<file path="src/rtl/hib_wake_pkg.sv">
package hib_wake_pkg;
   typedef enum logic [1:0] {
      PS_RUN     = 2'd0,
      PS_SLEEP   = 2'd1,
      PS_QUALIFY = 2'd2,
      PS_RESET   = 2'd3
   } pwr_state_e;
endpackage

</file>
<file path="src/rtl/hib_wake_sync.sv">
module hib_wake_sync #(
   parameter int STAGES = 2
) (
   input  logic clk,
   input  logic rst_n,
   input  logic wake_n,
   output logic wake_act
);
   generate
      if (STAGES == 0) begin : g_direct
         assign wake_act = ~wake_n;
      end else if (STAGES == 1) begin : g_one
         logic stage_q;
         always_ff @(posedge clk or negedge rst_n) begin
            if (!rst_n) stage_q <= 1'b1;
            else        stage_q <= wake_n;
         end
         assign wake_act = ~stage_q;
      end else begin : g_chain
         logic [STAGES-1:0] pipe_q;
         always_ff @(posedge clk or negedge rst_n) begin
            if (!rst_n) pipe_q <= '1;
            else        pipe_q <= {pipe_q[STAGES-2:0], wake_n};
         end
         assign wake_act = ~pipe_q[STAGES-1];
      end
   endgenerate
endmodule

</file>
<file path="src/rtl/hib_wake_regs.sv">
module hib_wake_regs #(
   parameter int ADDR_W    = 8,
   parameter int DATA_W    = 32,
   parameter logic [ADDR_W-1:0] CMD_OFS  = 8'h20,
   parameter logic [ADDR_W-1:0] FILT_OFS = 8'h24,
   parameter logic [ADDR_W-1:0] HOLD_OFS = 8'h28,
   parameter int FILT_LSB  = 5,
   parameter int FILT_HI   = 15,
   parameter int HOLD_LSB  = 5,
   parameter int HOLD_HI   = 11,
   parameter int FILT_INIT = 102,
   parameter int HOLD_INIT = 61,
   localparam int FW = FILT_HI - FILT_LSB + 1,
   localparam int HW = HOLD_HI - HOLD_LSB + 1
) (
   input  logic              clk,
   input  logic              rst_n,
   input  logic              wr_en,
   input  logic [ADDR_W-1:0] wr_addr,
   input  logic [DATA_W-1:0] wr_data,
   input  logic [ADDR_W-1:0] rd_addr,
   output logic [DATA_W-1:0] rd_data,
   output logic [FW-1:0]     filt_field,
   output logic [HW-1:0]     hold_field,
   output logic              hib_req
);
   logic [FW-1:0] filt_q;
   logic [HW-1:0] hold_q;
   logic          unused_wr_bits;

   assign unused_wr_bits = ^wr_data;

   always_ff @(posedge clk or negedge rst_n) begin
      if (!rst_n) begin
         filt_q <= FW'(FILT_INIT);
         hold_q <= HW'(HOLD_INIT);
      end else if (wr_en) begin
         if (wr_addr == FILT_OFS) filt_q <= wr_data[FILT_HI:FILT_LSB];
         if (wr_addr == HOLD_OFS) hold_q <= wr_data[HOLD_HI:HOLD_LSB];
      end
   end

   always_comb begin
      rd_data = '0;
      if (rd_addr == FILT_OFS) rd_data[FILT_HI:FILT_LSB] = filt_q;
      if (rd_addr == HOLD_OFS) rd_data[HOLD_HI:HOLD_LSB] = hold_q;
   end

   assign hib_req    = wr_en && (wr_addr == CMD_OFS) && wr_data[0];
   assign filt_field = filt_q;
   assign hold_field = hold_q;
endmodule

</file>
<file path="src/rtl/hib_wake_fsm.sv">
module hib_wake_fsm
   import hib_wake_pkg::*;
#(
   parameter int CW = 16
) (
   input  logic          clk,
   input  logic          rst_n,
   input  logic          hib_req,
   input  logic          wake_act,
   input  logic [CW-1:0] filt_ticks,
   input  logic [CW-1:0] hold_ticks,
   output logic          pwr_en,
   output logic          sys_rst_n
);
   pwr_state_e    state_q;
   logic [CW-1:0] cnt_q;
   logic [CW:0]   cnt_inc;

   assign cnt_inc = {1'b0, cnt_q} + 1'b1;

   always_ff @(posedge clk or negedge rst_n) begin
      if (!rst_n) begin
         state_q <= PS_RUN;
         cnt_q   <= '0;
      end else begin
         case (state_q)
            PS_RUN: begin
               cnt_q <= '0;
               if (hib_req) state_q <= PS_SLEEP;
            end
            PS_SLEEP, PS_QUALIFY: begin
               if (!wake_act) begin
                  state_q <= PS_SLEEP;
                  cnt_q   <= '0;
               end else if (cnt_inc >= {1'b0, filt_ticks}) begin
                  state_q <= PS_RESET;
                  cnt_q   <= '0;
               end else begin
                  state_q <= PS_QUALIFY;
                  cnt_q   <= cnt_inc[CW-1:0];
               end
            end
            PS_RESET: begin
               if (cnt_inc >= {1'b0, hold_ticks}) begin
                  state_q <= PS_RUN;
                  cnt_q   <= '0;
               end else begin
                  cnt_q <= cnt_inc[CW-1:0];
               end
            end
            default: begin
               state_q <= PS_RUN;
               cnt_q   <= '0;
            end
         endcase
      end
   end

   assign pwr_en    = (state_q == PS_RUN) || (state_q == PS_RESET);
   assign sys_rst_n = (state_q == PS_RUN);
endmodule

</file>
<file path="src/rtl/hib_wake_seq.sv">
module hib_wake_seq #(
   parameter int ADDR_W      = 8,
   parameter int DATA_W      = 32,
   parameter logic [ADDR_W-1:0] CMD_OFS  = 8'h20,
   parameter logic [ADDR_W-1:0] FILT_OFS = 8'h24,
   parameter logic [ADDR_W-1:0] HOLD_OFS = 8'h28,
   parameter int FILT_LSB    = 5,
   parameter int FILT_HI     = 15,
   parameter int HOLD_LSB    = 5,
   parameter int HOLD_HI     = 11,
   parameter int FILT_INIT   = 102,
   parameter int HOLD_INIT   = 61,
   parameter int SYNC_STAGES = 2
) (
   input  logic              clk,
   input  logic              rst_n,
   input  logic              wr_en,
   input  logic [ADDR_W-1:0] wr_addr,
   input  logic [DATA_W-1:0] wr_data,
   input  logic [ADDR_W-1:0] rd_addr,
   output logic [DATA_W-1:0] rd_data,
   input  logic              wake_n,
   output logic              pwr_en,
   output logic              sys_rst_n
);
   localparam int FW = FILT_HI - FILT_LSB + 1;
   localparam int HW = HOLD_HI - HOLD_LSB + 1;
   localparam int CW = ((FILT_HI > HOLD_HI) ? FILT_HI : HOLD_HI) + 1;

   generate
      if (FILT_HI >= DATA_W || FILT_LSB > FILT_HI || FILT_LSB < 1) begin : g_bad_filt
         $error("filter field does not fit the data word");
      end
      if (HOLD_HI >= DATA_W || HOLD_LSB > HOLD_HI || HOLD_LSB < 1) begin : g_bad_hold
         $error("reset-hold field does not fit the data word");
      end
      if (SYNC_STAGES < 0 || SYNC_STAGES > 4) begin : g_bad_sync
         $error("SYNC_STAGES must be 0 to 4");
      end
      if (CMD_OFS == FILT_OFS || CMD_OFS == HOLD_OFS || FILT_OFS == HOLD_OFS) begin : g_bad_map
         $error("register offsets must differ");
      end
   endgenerate

   logic [FW-1:0] filt_field;
   logic [HW-1:0] hold_field;
   logic          hib_req;
   logic          wake_act;
   logic [CW-1:0] filt_ticks;
   logic [CW-1:0] hold_ticks;

   hib_wake_regs #(
      .ADDR_W(ADDR_W), .DATA_W(DATA_W),
      .CMD_OFS(CMD_OFS), .FILT_OFS(FILT_OFS), .HOLD_OFS(HOLD_OFS),
      .FILT_LSB(FILT_LSB), .FILT_HI(FILT_HI),
      .HOLD_LSB(HOLD_LSB), .HOLD_HI(HOLD_HI),
      .FILT_INIT(FILT_INIT), .HOLD_INIT(HOLD_INIT)
   ) u_regs (
      .clk(clk), .rst_n(rst_n),
      .wr_en(wr_en), .wr_addr(wr_addr), .wr_data(wr_data),
      .rd_addr(rd_addr), .rd_data(rd_data),
      .filt_field(filt_field), .hold_field(hold_field),
      .hib_req(hib_req)
   );

   hib_wake_sync #(.STAGES(SYNC_STAGES)) u_sync (
      .clk(clk), .rst_n(rst_n), .wake_n(wake_n), .wake_act(wake_act)
   );

   assign filt_ticks = CW'(filt_field) << FILT_LSB;
   assign hold_ticks = CW'(hold_field) << HOLD_LSB;

   hib_wake_fsm #(.CW(CW)) u_fsm (
      .clk(clk), .rst_n(rst_n),
      .hib_req(hib_req), .wake_act(wake_act),
      .filt_ticks(filt_ticks), .hold_ticks(hold_ticks),
      .pwr_en(pwr_en), .sys_rst_n(sys_rst_n)
   );
endmodule

</file>
<file path="config.mk">
export PLATFORM = sky130hd
export DESIGN_NAME = hib_wake_seq
export DESIGN_NICKNAME = d
export VERILOG_FILES = /design/src/rtl/hib_wake_pkg.sv /design/src/rtl/hib_wake_sync.sv /design/src/rtl/hib_wake_regs.sv /design/src/rtl/hib_wake_fsm.sv /design/src/rtl/hib_wake_seq.sv
export SDC_FILE = /design/constraint.sdc
export NUM_CORES = 1
export LEC_CHECK = 0
export CELL_PAD_IN_SITES_DETAIL_PLACEMENT = 1
export CELL_PAD_IN_SITES_GLOBAL_PLACEMENT = 1
export CORE_UTILIZATION = 31
export DETAILED_ROUTE_END_ITERATION = 16
export PLACE_DENSITY_LB_ADDON = 0.1
export SLEW_MARGIN = 20
export SYNTH_ARGS = -nofsm -noshare
export SYNTH_HDL_FRONTEND = slang
export SYNTH_SLANG_ARGS = --single-unit
</file>
<file path="constraint.sdc">
create_clock -name clk -period 2.9 [get_ports clk]
set_clock_uncertainty 0.15 [all_clocks]
set_input_delay 0.87 -clock clk [delete_from_list [all_inputs] [get_ports clk]]
set_output_delay 0.87 -clock clk [all_outputs]
set_load 0.05 [all_outputs]
</file>
==> flow_summary.yaml <==
route:
  wl_met1_um: 3070
  dr.pass1.iters: 4
  vias: 2193
  wirelength_um: 7400
  ant_nets: 0
  wl_per_cell_um: 16.0
  highest_layer: "met4"
  drc: 0
  routed_via_density: 4.76
  initialDrtViolationCount: 22
  wl_met3_um: 181
  wl_met2_um: 4010
worst_setup_path:
  r2r_start: "u_fsm.cnt_q[1]"
  worst-setup-path-type: "primary input to primary output"
  crit_path_end_kind: "primary output"
  cp.required_ns: 1.88
  cp.arrival_ns: 2.14
  ff2ff_setup_slack_ns: -0.19
  rr_worst_depth: 15
  cp_max_fo: 4
  reg2reg_to: "u_fsm.cnt_q[3]"
  start_kind: "primary input"
cts:
  cts_htree_levels: 2
  worstSkewPairLatency_ns: 0.29
  clock-sinks: 38
  clk_pin_slew_ns: 0.07
  cts_hold_buf: 0
  cts-root-buf: "clkbuf_8"
  cts_buffers: 5
  clk_path_buf_depth: 2
  tritoncts: "done"
sta:
  fin_crit_sh_pct: 109
  worst_pin_slew_ns: 0.506
  timing_hold_violations_final: 0
  relSlewSlack_pct: 66.2
  rsz0062_at_grt: "true"
  layout_setup_ws_ns: -0.263
  slew_viol_final: 0
  max_freq_mhz: 316
  post-route-min-period_ns: 3.16
  setup_violations: 29
grt:
  grt_pass1_wl_um: 12300
  antenna_found_initial: 0
  grt-ovfl-total: 0
  grt_max_degree: 39
  grtUsageTotal_pct: 18.7
  grt_pass1_vias: 2418
placed_design:
  io_buffers: 44
  dp_hpwl_um: 5420
  pre_cts_slack_ns: -0.683
  place_congestion: 0.699
  dp_cells: 436
  postPlaceCellArea_mm2: 0.00364
run:
  drv_cap: 0
die:
  num_rows: 32
  die-area_mm2: 0.00870
  start_util_pct: 32.7
  fp.dieH_um: 93.3
  die_w_um: 93.3
  pin_count: 86
  fp.coreArea_mm2: 0.00789
cells_and_area:
  drive_above_1_share_pct: 52.4
  final_cell_mix: "55 x buf_4, 24 x inv_1, 24 x clkdlybuf4s50_1"
  multi_input_area_mm2: 0.00186
  diodes: 0
  regArea_um2: 971
  syn2layout_area_growth_pct: 63.8
  instances_no_fill: 461
  nets: 432
  post-route-util_pct: 53.6
  final_common_cell: "buf_4"
  fillers: 826
  final_area_mm2: 0.00423
yosys:
  synthesis.instances: 252
  synth_top_family_by_area: "simple AND/OR/NAND/NOR gates"
  syn_area_mm2: 0.00258
  yosys.area_share.simple_pct: 15.1
  async_flop_share_pct: 100
  synth-compound-area-share_pct: 12.1
  synthAdderAreaFrac_pct: 10.7
  synth_area_per_cell_um2: 10.2
  synthMuxAreaShare_pct: 8.62
  ys_ff_latch: 38
  ys.flop_type: "dfrtp_1"
  synthXorXnorAreaFrac_pct: 4.75
  yosysWarnings: 0
  synth_cell_type_count: 49
  synth_edf_count: 0
  synth-seq-area-share_pct: 37.4
hold_path:
  worstHoldPathType: "flop to flop"
  hold_path_end: "u_sync.g_chain.pipe_q[1]"
  worstHoldStart: "u_sync.g_chain.pipe_q[0]"
  min_path_cells: 0
power:
  cellPowerDensity_mw_per_mm2: 370
  p_leak_nw: 1.92
  ir_drop_mv: 0.162
  finalPower_w: 0.00156
outcome:
  violations: "negative setup slack"
  status: "complete, but fails checks"
## cells by family (layout without fill, tap and decap cells)
kind of cell	after synthesis	in the layout
AND/OR/NAND/NOR	63	63
buffers and inverters	52	139
AO/OA/AOI/OAI	42	42
flip-flops	38	38
adder cells (fa/ha/maj)	22	22
multiplexers	20	20
XOR/XNOR	14	14
other	1	21
## critical path, stage by stage
cell and delay, ns:
buf_6 0.09, nor4_4 0.25, nand3b_1 0.14, buf_4 0.16, nor3b_4 0.18, buf_4 0.17, a22o_4 0.14, buf_12 0.13
## cell type report
type,instances,area share (%)
tap,102,3.02
clock inverter,1,0.118
timing repair buffer,107,25.8
sequential,38,23.0
multi-input combinational,182,44.0
clock buffer,7,2.04
inverter,24,2.13
## through the flow
stage | hold WS [ns] | setup TNS [ns]
after floorplan | 0.195 | -0.884
after global placement | 0.198 | -10.12
after detailed placement | 0.198 | -11.14
after CTS | 0.209 | -5.74
after global routing | 0.210 | -8.54
final | 0.208 | -5.28
## timing repair
| action | in CTS | in global routing |
|---|---|---|
| pin swaps | 31 | 17 |
| cloned | 2 | 0 |
| resized for setup | 73 | 14 |
| endpoints found under the setup margin | 29 | 30 |
| setup buffers | 14 | 3 |
## layer usage
| layer | vias to the layer above | track usage (%) |
|---|---|---|
| met5 | - | 0 |
| met4 | 0 | 5.26 |
| met3 | 10 | 3.01 |
| met2 | 45 | 34.6 |
| met1 | 1084 | 22.0 |
| li1 | 1054 | - |
## cell usage after synthesis, drive strengths merged, types with 5 or more instances
master / number / area [um2]
nand4: 7 / 58.8
buf: 24 / 184
dfrtp: 27 / 676
nand2: 13 / 48.8
a22o: 7 / 61.3
o21ai: 5 / 25.0
inv: 24 / 90.1
a21oi: 7 / 35.0
a21boi: 8 / 60.1
mux2: 18 / 203
ha: 22 / 275
xnor2: 9 / 78.8
nor2: 12 / 45.0
xor2: 5 / 43.8
dfstp: 11 / 289
nor4: 6 / 58.8
## state kept, by name, summed over array words and instances, names as in the netlist
| signal | flops |
|---|---|
| u_regs.filt_field | 11 |
| u_fsm.state_q | 2 |
| u_fsm.cnt_q | 16 |
| u_regs.hold_field | 7 |
| u_sync.g_chain.pipe_q | 2 |
## report_power, final
group	switching, W	internal, W	leakage [nW]	total (W)
Combinational	0.000333	0.000245	1.40	0.000578
Clock	0.000191	0.000192	0.0482	0.000383
Sequential	0.0000328	0.000570	0.475	0.000603
## worst max path at each step
stage,from,to,slack (ns),cells after the start
floorplan,rd_addr[7],rd_data[12],-0.1,5
global placement,rd_addr[7],rd_data[12],-0.68,7
detailed placement,rd_addr[7],rd_data[13],-0.68,7
CTS,rd_addr[0],rd_data[12],-0.30,7
global route,rd_addr[0],rd_data[8],-0.36,8
finish,rd_addr[0],rd_data[8],-0.26,8
Note: power is estimated with default switching activity, not from simulation.
